--- src/rtl/ism_pkg.sv ---
package ism_pkg;

    typedef enum logic [3:0] {
        RID_NONE,
        RID_NSTAT,
        RID_FSTAT,
        RID_RAW,
        RID_CLASS,
        RID_ENSET,
        RID_ENCLR,
        RID_SWSET,
        RID_SWCLR,
        RID_PROT
    } reg_id_e;

    localparam logic [7:0] OFS_NSTAT = 8'h00;
    localparam logic [7:0] OFS_FSTAT = 8'h04;
    localparam logic [7:0] OFS_RAW   = 8'h08;
    localparam logic [7:0] OFS_CLASS = 8'h0C;
    localparam logic [7:0] OFS_ENSET = 8'h10;
    localparam logic [7:0] OFS_ENCLR = 8'h14;
    localparam logic [7:0] OFS_SWSET = 8'h18;
    localparam logic [7:0] OFS_SWCLR = 8'h1C;
    localparam logic [7:0] OFS_PROT  = 8'h20;

endpackage

--- src/rtl/ism_decode.sv ---
module ism_decode
    import ism_pkg::*;
#(
    parameter int unsigned ADDR_W = 6
) (
    input  logic              acc_en,
    input  logic              acc_wr,
    input  logic              acc_priv,
    input  logic [ADDR_W-1:0] acc_addr,
    input  logic              prot,
    output reg_id_e           reg_id,
    output logic              wr_ok,
    output logic              rd_ok,
    output logic              blocked
);

    localparam int unsigned EXT_W = (ADDR_W > 8) ? ADDR_W : 8;

    logic [EXT_W-1:0] addr_x;

    always_comb begin
        addr_x = EXT_W'(acc_addr);
        if      (addr_x == EXT_W'(OFS_NSTAT)) reg_id = RID_NSTAT;
        else if (addr_x == EXT_W'(OFS_FSTAT)) reg_id = RID_FSTAT;
        else if (addr_x == EXT_W'(OFS_RAW))   reg_id = RID_RAW;
        else if (addr_x == EXT_W'(OFS_CLASS)) reg_id = RID_CLASS;
        else if (addr_x == EXT_W'(OFS_ENSET)) reg_id = RID_ENSET;
        else if (addr_x == EXT_W'(OFS_ENCLR)) reg_id = RID_ENCLR;
        else if (addr_x == EXT_W'(OFS_SWSET)) reg_id = RID_SWSET;
        else if (addr_x == EXT_W'(OFS_SWCLR)) reg_id = RID_SWCLR;
        else if (addr_x == EXT_W'(OFS_PROT))  reg_id = RID_PROT;
        else                                  reg_id = RID_NONE;
    end

    always_comb begin
        blocked = acc_en && prot && !acc_priv;
        wr_ok   = acc_en && acc_wr && !blocked;
        rd_ok   = acc_en && !acc_wr && !blocked;
    end

    // a refused access never turns into a read or a write
    always_comb begin
        a_r6_refused_is_inert: assert (!(blocked && (wr_ok || rd_ok)));
    end

endmodule

--- src/rtl/ism_classify.sv ---
module ism_classify #(
    parameter int unsigned NUM_SRC = 32
) (
    input  logic [NUM_SRC-1:0] src_req,
    input  logic [NUM_SRC-1:0] soft_force,
    input  logic [NUM_SRC-1:0] enable,
    input  logic [NUM_SRC-1:0] class_fast,
    output logic [NUM_SRC-1:0] raw_vec,
    output logic [NUM_SRC-1:0] fast_vec,
    output logic [NUM_SRC-1:0] norm_vec,
    output logic               fast_any
);

    for (genvar i = 0; i < NUM_SRC; i++) begin : g_src
        logic live;
        assign raw_vec[i]  = src_req[i] | soft_force[i];
        assign live        = raw_vec[i] & enable[i];
        assign fast_vec[i] = live & class_fast[i];
        assign norm_vec[i] = live & ~class_fast[i];
    end

    assign fast_any = |fast_vec;

    // a source never appears in both classes, and a disabled source in neither
    always_comb begin
        a_r5_class_exclusive: assert ((fast_vec & norm_vec) == '0);
        a_r5_disabled_silent: assert (((fast_vec | norm_vec) & ~enable) == '0);
    end

endmodule

--- src/rtl/ism_regs.sv ---
module ism_regs
    import ism_pkg::*;
#(
    parameter int unsigned NUM_SRC = 32,
    parameter int unsigned DATA_W  = 32
) (
    input  logic               clk,
    input  logic               rst_n,
    input  reg_id_e            reg_id,
    input  logic               wr_ok,
    input  logic               rd_ok,
    input  logic               blocked,
    input  logic [DATA_W-1:0]  wdata,
    input  logic [NUM_SRC-1:0] raw_vec,
    input  logic [NUM_SRC-1:0] fast_vec,
    input  logic [NUM_SRC-1:0] norm_vec,
    output logic [NUM_SRC-1:0] enable,
    output logic [NUM_SRC-1:0] class_fast,
    output logic [NUM_SRC-1:0] soft_force,
    output logic               prot,
    output logic [DATA_W-1:0]  rdata,
    output logic               err
);

    typedef struct packed {
        logic [NUM_SRC-1:0] en;
        logic [NUM_SRC-1:0] cls;
        logic [NUM_SRC-1:0] sw;
        logic               prot;
        logic [DATA_W-1:0]  rdata;
        logic               err;
    } state_t;

    state_t st_d, st_q;
    logic [NUM_SRC-1:0] wd;

    assign wd = wdata[NUM_SRC-1:0];

    always_comb begin
        st_d       = st_q;
        st_d.err   = blocked;
        st_d.rdata = '0;
        if (wr_ok) begin
            case (reg_id)
                RID_ENSET: st_d.en   = st_q.en | wd;
                RID_ENCLR: st_d.en   = st_q.en & ~wd;
                RID_CLASS: st_d.cls  = wd;
                RID_SWSET: st_d.sw   = st_q.sw | wd;
                RID_SWCLR: st_d.sw   = st_q.sw & ~wd;
                RID_PROT:  st_d.prot = wdata[0];
                default:   st_d.prot = st_q.prot;
            endcase
        end
        if (rd_ok) begin
            case (reg_id)
                RID_NSTAT: st_d.rdata = DATA_W'(norm_vec);
                RID_FSTAT: st_d.rdata = DATA_W'(fast_vec);
                RID_RAW:   st_d.rdata = DATA_W'(raw_vec);
                RID_CLASS: st_d.rdata = DATA_W'(st_q.cls);
                RID_ENSET: st_d.rdata = DATA_W'(st_q.en);
                RID_SWSET: st_d.rdata = DATA_W'(st_q.sw);
                RID_PROT:  st_d.rdata = DATA_W'(st_q.prot);
                default:   st_d.rdata = '0;
            endcase
        end
    end

    always_ff @(posedge clk or negedge rst_n) begin
        if (!rst_n) st_q <= '0;
        else        st_q <= st_d;
    end

    assign enable     = st_q.en;
    assign class_fast = st_q.cls;
    assign soft_force = st_q.sw;
    assign prot       = st_q.prot;
    assign rdata      = st_q.rdata;
    assign err        = st_q.err;

    a_r2_enable_set: assert property (@(posedge clk) disable iff (!rst_n)
        (wr_ok && reg_id == RID_ENSET) |=> ((enable & $past(wd)) == $past(wd)));
    a_r2_enable_clear: assert property (@(posedge clk) disable iff (!rst_n)
        (wr_ok && reg_id == RID_ENCLR) |=> ((enable & $past(wd)) == '0));
    a_r3_force_set: assert property (@(posedge clk) disable iff (!rst_n)
        (wr_ok && reg_id == RID_SWSET) |=> ((soft_force & $past(wd)) == $past(wd)));
    a_r3_force_clear: assert property (@(posedge clk) disable iff (!rst_n)
        (wr_ok && reg_id == RID_SWCLR) |=> ((soft_force & $past(wd)) == '0));
    a_r6_blocked_no_change: assert property (@(posedge clk) disable iff (!rst_n)
        blocked |=> ($stable(enable) && $stable(class_fast) && $stable(soft_force) && $stable(prot)));
    a_r6_error_pulse: assert property (@(posedge clk) disable iff (!rst_n)
        blocked |=> (err && rdata == '0));
    a_r7_idle_rdata_zero: assert property (@(posedge clk) disable iff (!rst_n)
        !rd_ok |=> (rdata == '0));

endmodule

--- src/rtl/irq_mask_classify.sv ---
module irq_mask_classify
    import ism_pkg::*;
#(
    parameter int unsigned NUM_SRC = 32,
    parameter int unsigned DATA_W  = 32,
    parameter int unsigned ADDR_W  = 6
) (
    input  logic               clk,
    input  logic               rst_n,
    input  logic [NUM_SRC-1:0] src_req,
    input  logic               acc_en,
    input  logic               acc_wr,
    input  logic               acc_priv,
    input  logic [ADDR_W-1:0]  acc_addr,
    input  logic [DATA_W-1:0]  acc_wdata,
    output logic [DATA_W-1:0]  acc_rdata,
    output logic               acc_err,
    output logic               fast_irq,
    output logic [NUM_SRC-1:0] norm_status
);

    reg_id_e            reg_id;
    logic               wr_ok, rd_ok, blocked, prot;
    logic [NUM_SRC-1:0] enable, class_fast, soft_force;
    logic [NUM_SRC-1:0] raw_vec, fast_vec, norm_vec;

    ism_decode #(.ADDR_W(ADDR_W)) u_decode (
        .acc_en   (acc_en),
        .acc_wr   (acc_wr),
        .acc_priv (acc_priv),
        .acc_addr (acc_addr),
        .prot     (prot),
        .reg_id   (reg_id),
        .wr_ok    (wr_ok),
        .rd_ok    (rd_ok),
        .blocked  (blocked)
    );

    ism_classify #(.NUM_SRC(NUM_SRC)) u_classify (
        .src_req    (src_req),
        .soft_force (soft_force),
        .enable     (enable),
        .class_fast (class_fast),
        .raw_vec    (raw_vec),
        .fast_vec   (fast_vec),
        .norm_vec   (norm_vec),
        .fast_any   (fast_irq)
    );

    ism_regs #(.NUM_SRC(NUM_SRC), .DATA_W(DATA_W)) u_regs (
        .clk        (clk),
        .rst_n      (rst_n),
        .reg_id     (reg_id),
        .wr_ok      (wr_ok),
        .rd_ok      (rd_ok),
        .blocked    (blocked),
        .wdata      (acc_wdata),
        .raw_vec    (raw_vec),
        .fast_vec   (fast_vec),
        .norm_vec   (norm_vec),
        .enable     (enable),
        .class_fast (class_fast),
        .soft_force (soft_force),
        .prot       (prot),
        .rdata      (acc_rdata),
        .err        (acc_err)
    );

    assign norm_status = norm_vec;

    // the fast output rises only when some request line or force bit is active
    a_r5_fast_needs_request: assert property (@(posedge clk) disable iff (!rst_n)
        fast_irq |-> ((src_req | soft_force) != '0));
    // no error pulse unless the previous cycle carried an access
    a_r6_err_needs_access: assert property (@(posedge clk) disable iff (!rst_n)
        !acc_en |=> !acc_err);

endmodule

--- config.mk ---
export PLATFORM = sky130hd
export DESIGN_NAME = irq_mask_classify
export DESIGN_NICKNAME = d
export VERILOG_FILES = /design/src/rtl/ism_pkg.sv /design/src/rtl/ism_decode.sv /design/src/rtl/ism_classify.sv /design/src/rtl/ism_regs.sv /design/src/rtl/irq_mask_classify.sv
export SDC_FILE = /design/constraint.sdc
export NUM_CORES = 1
export LEC_CHECK = 0
export ABC_AREA = 1
export CORE_UTILIZATION = 48
export DETAILED_ROUTE_END_ITERATION = 16
export PLACE_DENSITY_LB_ADDON = 0.08
export SYNTH_ARGS = -nofsm -noshare
export SYNTH_HDL_FRONTEND = slang
export SYNTH_SLANG_ARGS = --single-unit
export TNS_END_PERCENT = 100
--- constraint.sdc ---
create_clock -name clk -period 1.3 [get_ports clk]
set_clock_uncertainty 0.1 [all_clocks]
set_input_delay 0.195 -clock clk [delete_from_list [all_inputs] [get_ports clk]]
set_output_delay 0.195 -clock clk [all_outputs]
set_load 0.005 [all_outputs]
* Yosys cells after proc, flatten, opt, wreduce, memory -nomap -nowiden
Cells that the tools add are included.
Word-level totals: register bits after elaboration 130, output and inout port bits 66, input port bits 75
Operators by class: bitwise gates (word level) 165, reduce and logical (&&, ||, !) cells 17, mux-type cells 13, eq/ne operators 17
Operators with widths (number):
- $pmux 32 s7 | 1
- $pmux 32 s2 | 2
- $and 1x1->1 | 96
- $and 32x32->32 | 2
- $or 32x32->32 | 2
- $mux 4 | 9
- $mux 32 | 1
- $not 1->1 | 32
- $not 32->32 | 1
- $or 1x1->1 | 32
- $reduce_or 32->1 | 1
- $eq 6x5->1 const B | 4
- $eq 4x3->1 const B | 4
- $eq 6x4->1 const B | 2
- $eq 4x2->1 const B | 2
- $eq 4x4->1 const B | 2
- $reduce_and 2->1 | 4
- $eq 6x3->1 const B | 1
- $eq 6x6->1 const B | 1
- $logic_and 1x1->1 | 6
- $logic_not 6->1 | 1
- $eq 4x1->1 const B | 1
- $reduce_bool 2->1 | 2
- $logic_not 1->1 | 3

* Logic depth before layout (Yosys ltp)
word-level depth 13, gate-level depth with buffers 10, depth with buffers taken out 8

* Hierarchy
From an unflattened synthesis, not the netlist that was laid out.
Second synthesis, totals: cells, all modules 1114, area total of the unflattened synthesis 7603.5 um2
Modules (own cells, without submodules):
- ism_regs | cells an instance 832, times used 1, area each 6388.6 um2, sequential area each 3253.1 um2
- ism_classify | cells an instance 247, times used 1, area each 1042.2 um2, sequential area each 0.0 um2
- ism_decode | cells an instance 35, times used 1, area each 172.7 um2, sequential area each 0.0 um2

* Worst setup path after synthesis
No wires, ideal clock.
path kind flip-flop to flip-flop, start register u_regs.st_q, in the netlist u_regs.prot, end register with a tool-made name, setup slack -0.117 ns, cell stages (with the launch flop) 9, library setup time 0.132 ns, buffers on the path 2, period minus slack after synthesis 1.417 ns, data arrival time 1.185 ns, cell sequence dfrtp_1 > nand2_1 > inv_1 > nor2_4 > buf_2 > buf_2 > nand3_1 > nand2_1 > o21ai_1
RTL lines:
- start: declaration | line ism_regs.sv:34 | state_t st_d, st_q;
- start signal: assignment | line ism_regs.sv:70 | else st_q <= st_d;

==> flow_summary_export.csv <==
group,metric,value,unit
logic_synthesis,syn_inst,1077,
pwr,power.leakage,7.31,nW
cts,htreeDepth,4,
floorplan,initial_core_util,0.491,
pwr,vdd_drop_max,1270,uV
cts,cts_tree,"yes",
logic_synthesis,ys_seq_area_frac,0.436,
logic_synthesis,yosys-top-cells-area,"dfrtp_1 (44%), nand2_1 (16%), nand3_1 (8.7%)",
sta,layout_setup_ws,-1.07,ns
floorplan,die_area,16000,um^2
cts,insertion_delay,0.45,ns
floorplan,core-area,15200,um^2
cts,clk_pin_slew,0.06,ns
sta,whs,0.105,ns
status,violations,"negative setup slack",
logic_synthesis,async_reset_ff_frac,1.00,
global_route,grt_usage,0.444,
pwr,power_density,937,nW/um^2
drt,post_drt_wl_per_cell,28.1,um
global_route,antenna_found_initial,3,
floorplan,io_pins,141,
logic_synthesis,synth_edf_count,0,
floorplan,placementRows,45,
logic_synthesis,ys_seq_elements,130,
logic_synthesis,synth_common_cells,"nand2_1 (325), inv_1 (146), dfrtp_1 (130), nand3_1 (129), nor2_1 (113)",
drt,vias_per_cell,6.89,
final_layout,design_area,14400,um^2
logic_synthesis,synthFlopType,"dfrtp_1",
logic_synthesis,yosysUniqueCellTypes,23,
logic_synthesis,synth_top_area_cell,"dfrtp_1",
logic_synthesis,ys_warn_count,0,
cts,cts_root_buf,"clkbuf_16",
logic_synthesis,synth.most_common_cell,"nand2_1",
cts,cts_inserted_buffers,17,
setup_path,critPathKind,"register to output pin",
final_layout,area_delta_synth_final,92.5,%
sta,rsz0062_at_grt,"yes",
setup_path,crit_required,1.00,ns
setup_path,worstSetupEndpointType,"output pin",
setup_path,start_kind,"register",
final_layout,utilization,0.944,
placement,dp_worst_setup_slack,-0.891,ns
floorplan,die_w,127,um
placement,gp_congestion,0.864,
final_layout,fin_nets,1567,
logic_synthesis,synthesis.area,7460,um^2
sta,tightest_slew,0.566,ns
sta,drv_slew,0,
logic_synthesis,netlist.area_leader.share,0.436,
sta,final-hold-violation-count,0,
logic_synthesis,syn_nets,1152,
global_route,gr-total-overflow,0,
drt,drt_pass1_iterations,9,
global_route,grt_max_degree,34,
drt,num_vias,11671,
setup_path,path_max_fanout,2,
sta,setup_viol,161,
drt,drtAntennaViolNets,0,
drt,drt_wl_total,47600,um
placement,dp.final_hpwl,16100,um
placement,dpl_cell_area,10500,um^2
flow_run,drv_cap,0,
cts,clock_sinks,130,
sta,max_freq,422,MHz
min_path,hold_path_class,"primary input to async pin",
placement,portBuffers,140,
logic_synthesis,syn_avg_cell_area,6.92,um^2
status,status,"complete, but fails checks",
global_route,grt_pass1_wl,53600,um
global_route,grt_pass1_vias,10415,
cts,cts_buffer_depth,2,
setup_path,cp.arrival,2.07,ns
floorplan,die_h,127,um
sta,period_share,1.82,
sta,slew_headroom,0.623,
final_layout,drive_above_1_share,0.516,
drt,drt_iter0_markers,1806,
sta,fin_crit,2.37,ns
drt,drc_errors,0,
## cell families (layout without fill, tap and decap cells)
kind of cell,after synthesis,count (layout),synth area share
flops,130,130,0.436
simple gates,650,651,0.381
other cells,0,2,0
buf+inv,197,622,0.114
compound gates,100,100,0.0686
## layer usage
layer / global-route usage / vias to the layer above / part of all wire
met4: 0.344 / 2 / 0.12
met5: 0 / - / 0.00027
li1: - / 4268 / -
met2: 0.735 / 1488 / 0.42
met3: 0.0991 / 654 / 0.14
met1: 0.500 / 5259 / 0.31
## metrics by stage
stage | TNS, ns | power [mW] | std cells
after global placement | -95.00 | 6.77 | 1534
after detailed placement | -96.47 | 6.81 | 1534
final | -52.99 | 13.5 | 1693
after CTS | -31.99 | 12.1 | 1661
after global routing | -56.79 | 13.7 | 1692
after floorplan | -0.164 | 5.38 | 1077
## layout make-up
class	count	area (um^2)
fillers	429	848
clock buffers	25	495
flip-flops and latches	130	3250
multi-input cells	751	5250
diodes	2	5.00
clock inverters	5	52.6
repair buffers	444	4490
inverters	148	576
well taps	188	235
## report_power, final
group | internal [mW] | switching [mW] | total [mW]
Combinational | 1.87 | 2.13 | 3.99
Sequential | 4.37 | 0.320 | 4.69
Clock | 2.80 | 1.97 | 4.77
Total | 9.03 | 4.42 | 13.5
## critical path, stage by stage (launching register included)
cell     delay [ns]
dfrtp_1        0.42
inv_1          0.09
nand2_1        0.10
nand3_2        0.11
nand2_1        0.11
nor2_2         0.21
nand2_1        0.12
nor2_1         0.16
nand2_1        0.14
buf_2          0.16
## path summary, 6_finish.rpt
path | from | end | slack, ns | cells after the start
worst max register to register | register | u_regs.rdata[11] | -0.87 | 16
worst min-delay path | rst_n | u_regs.rdata[25] | 0.11 | 2
max in group asynchronous | rst_n | u_regs.rdata[6] | 0.46 | 3
worst max-delay path | register | fast_irq | -1.07 | 9
worst min register to register | register | register | 0.52 | 3
min in group clk | acc_addr[4] | u_regs.prot | 0.14 | 4
## placed cells by master, fill, tap and decap left out, drive strengths merged
cell	netlist	final
a21oi	1	1
inv	148	147
nor3	31	31
dlygate4sd3	0	1
bufinv	0	1
o21ai	99	99
clkdlybuf4s50	0	66
nand3	130	130
buf	39	341
dfrtp	130	130
dlygate4sd2	0	2
bufbuf	0	1
nor2	123	124
clkinv	0	4
clkdlybuf4s15	0	6
diode	0	2
nand3b	1	1
clkinvlp	0	1
nand4	36	36
nand2	329	329
clkbuf	10	52
## repair_timing
| item | in CTS | in global routing |
|---|---|---|
| buffers inserted | 91 | 72 |
| hold buffers | 1 | 0 |
| cloned | 19 | 1 |
| setup endpoints to repair | 195 | 184 |
| hold endpoints to repair | 130 | 0 |
| pin swaps | 116 | 152 |
| gates resized for setup | 560 | 336 |
(Power assumes the default switching activity.)
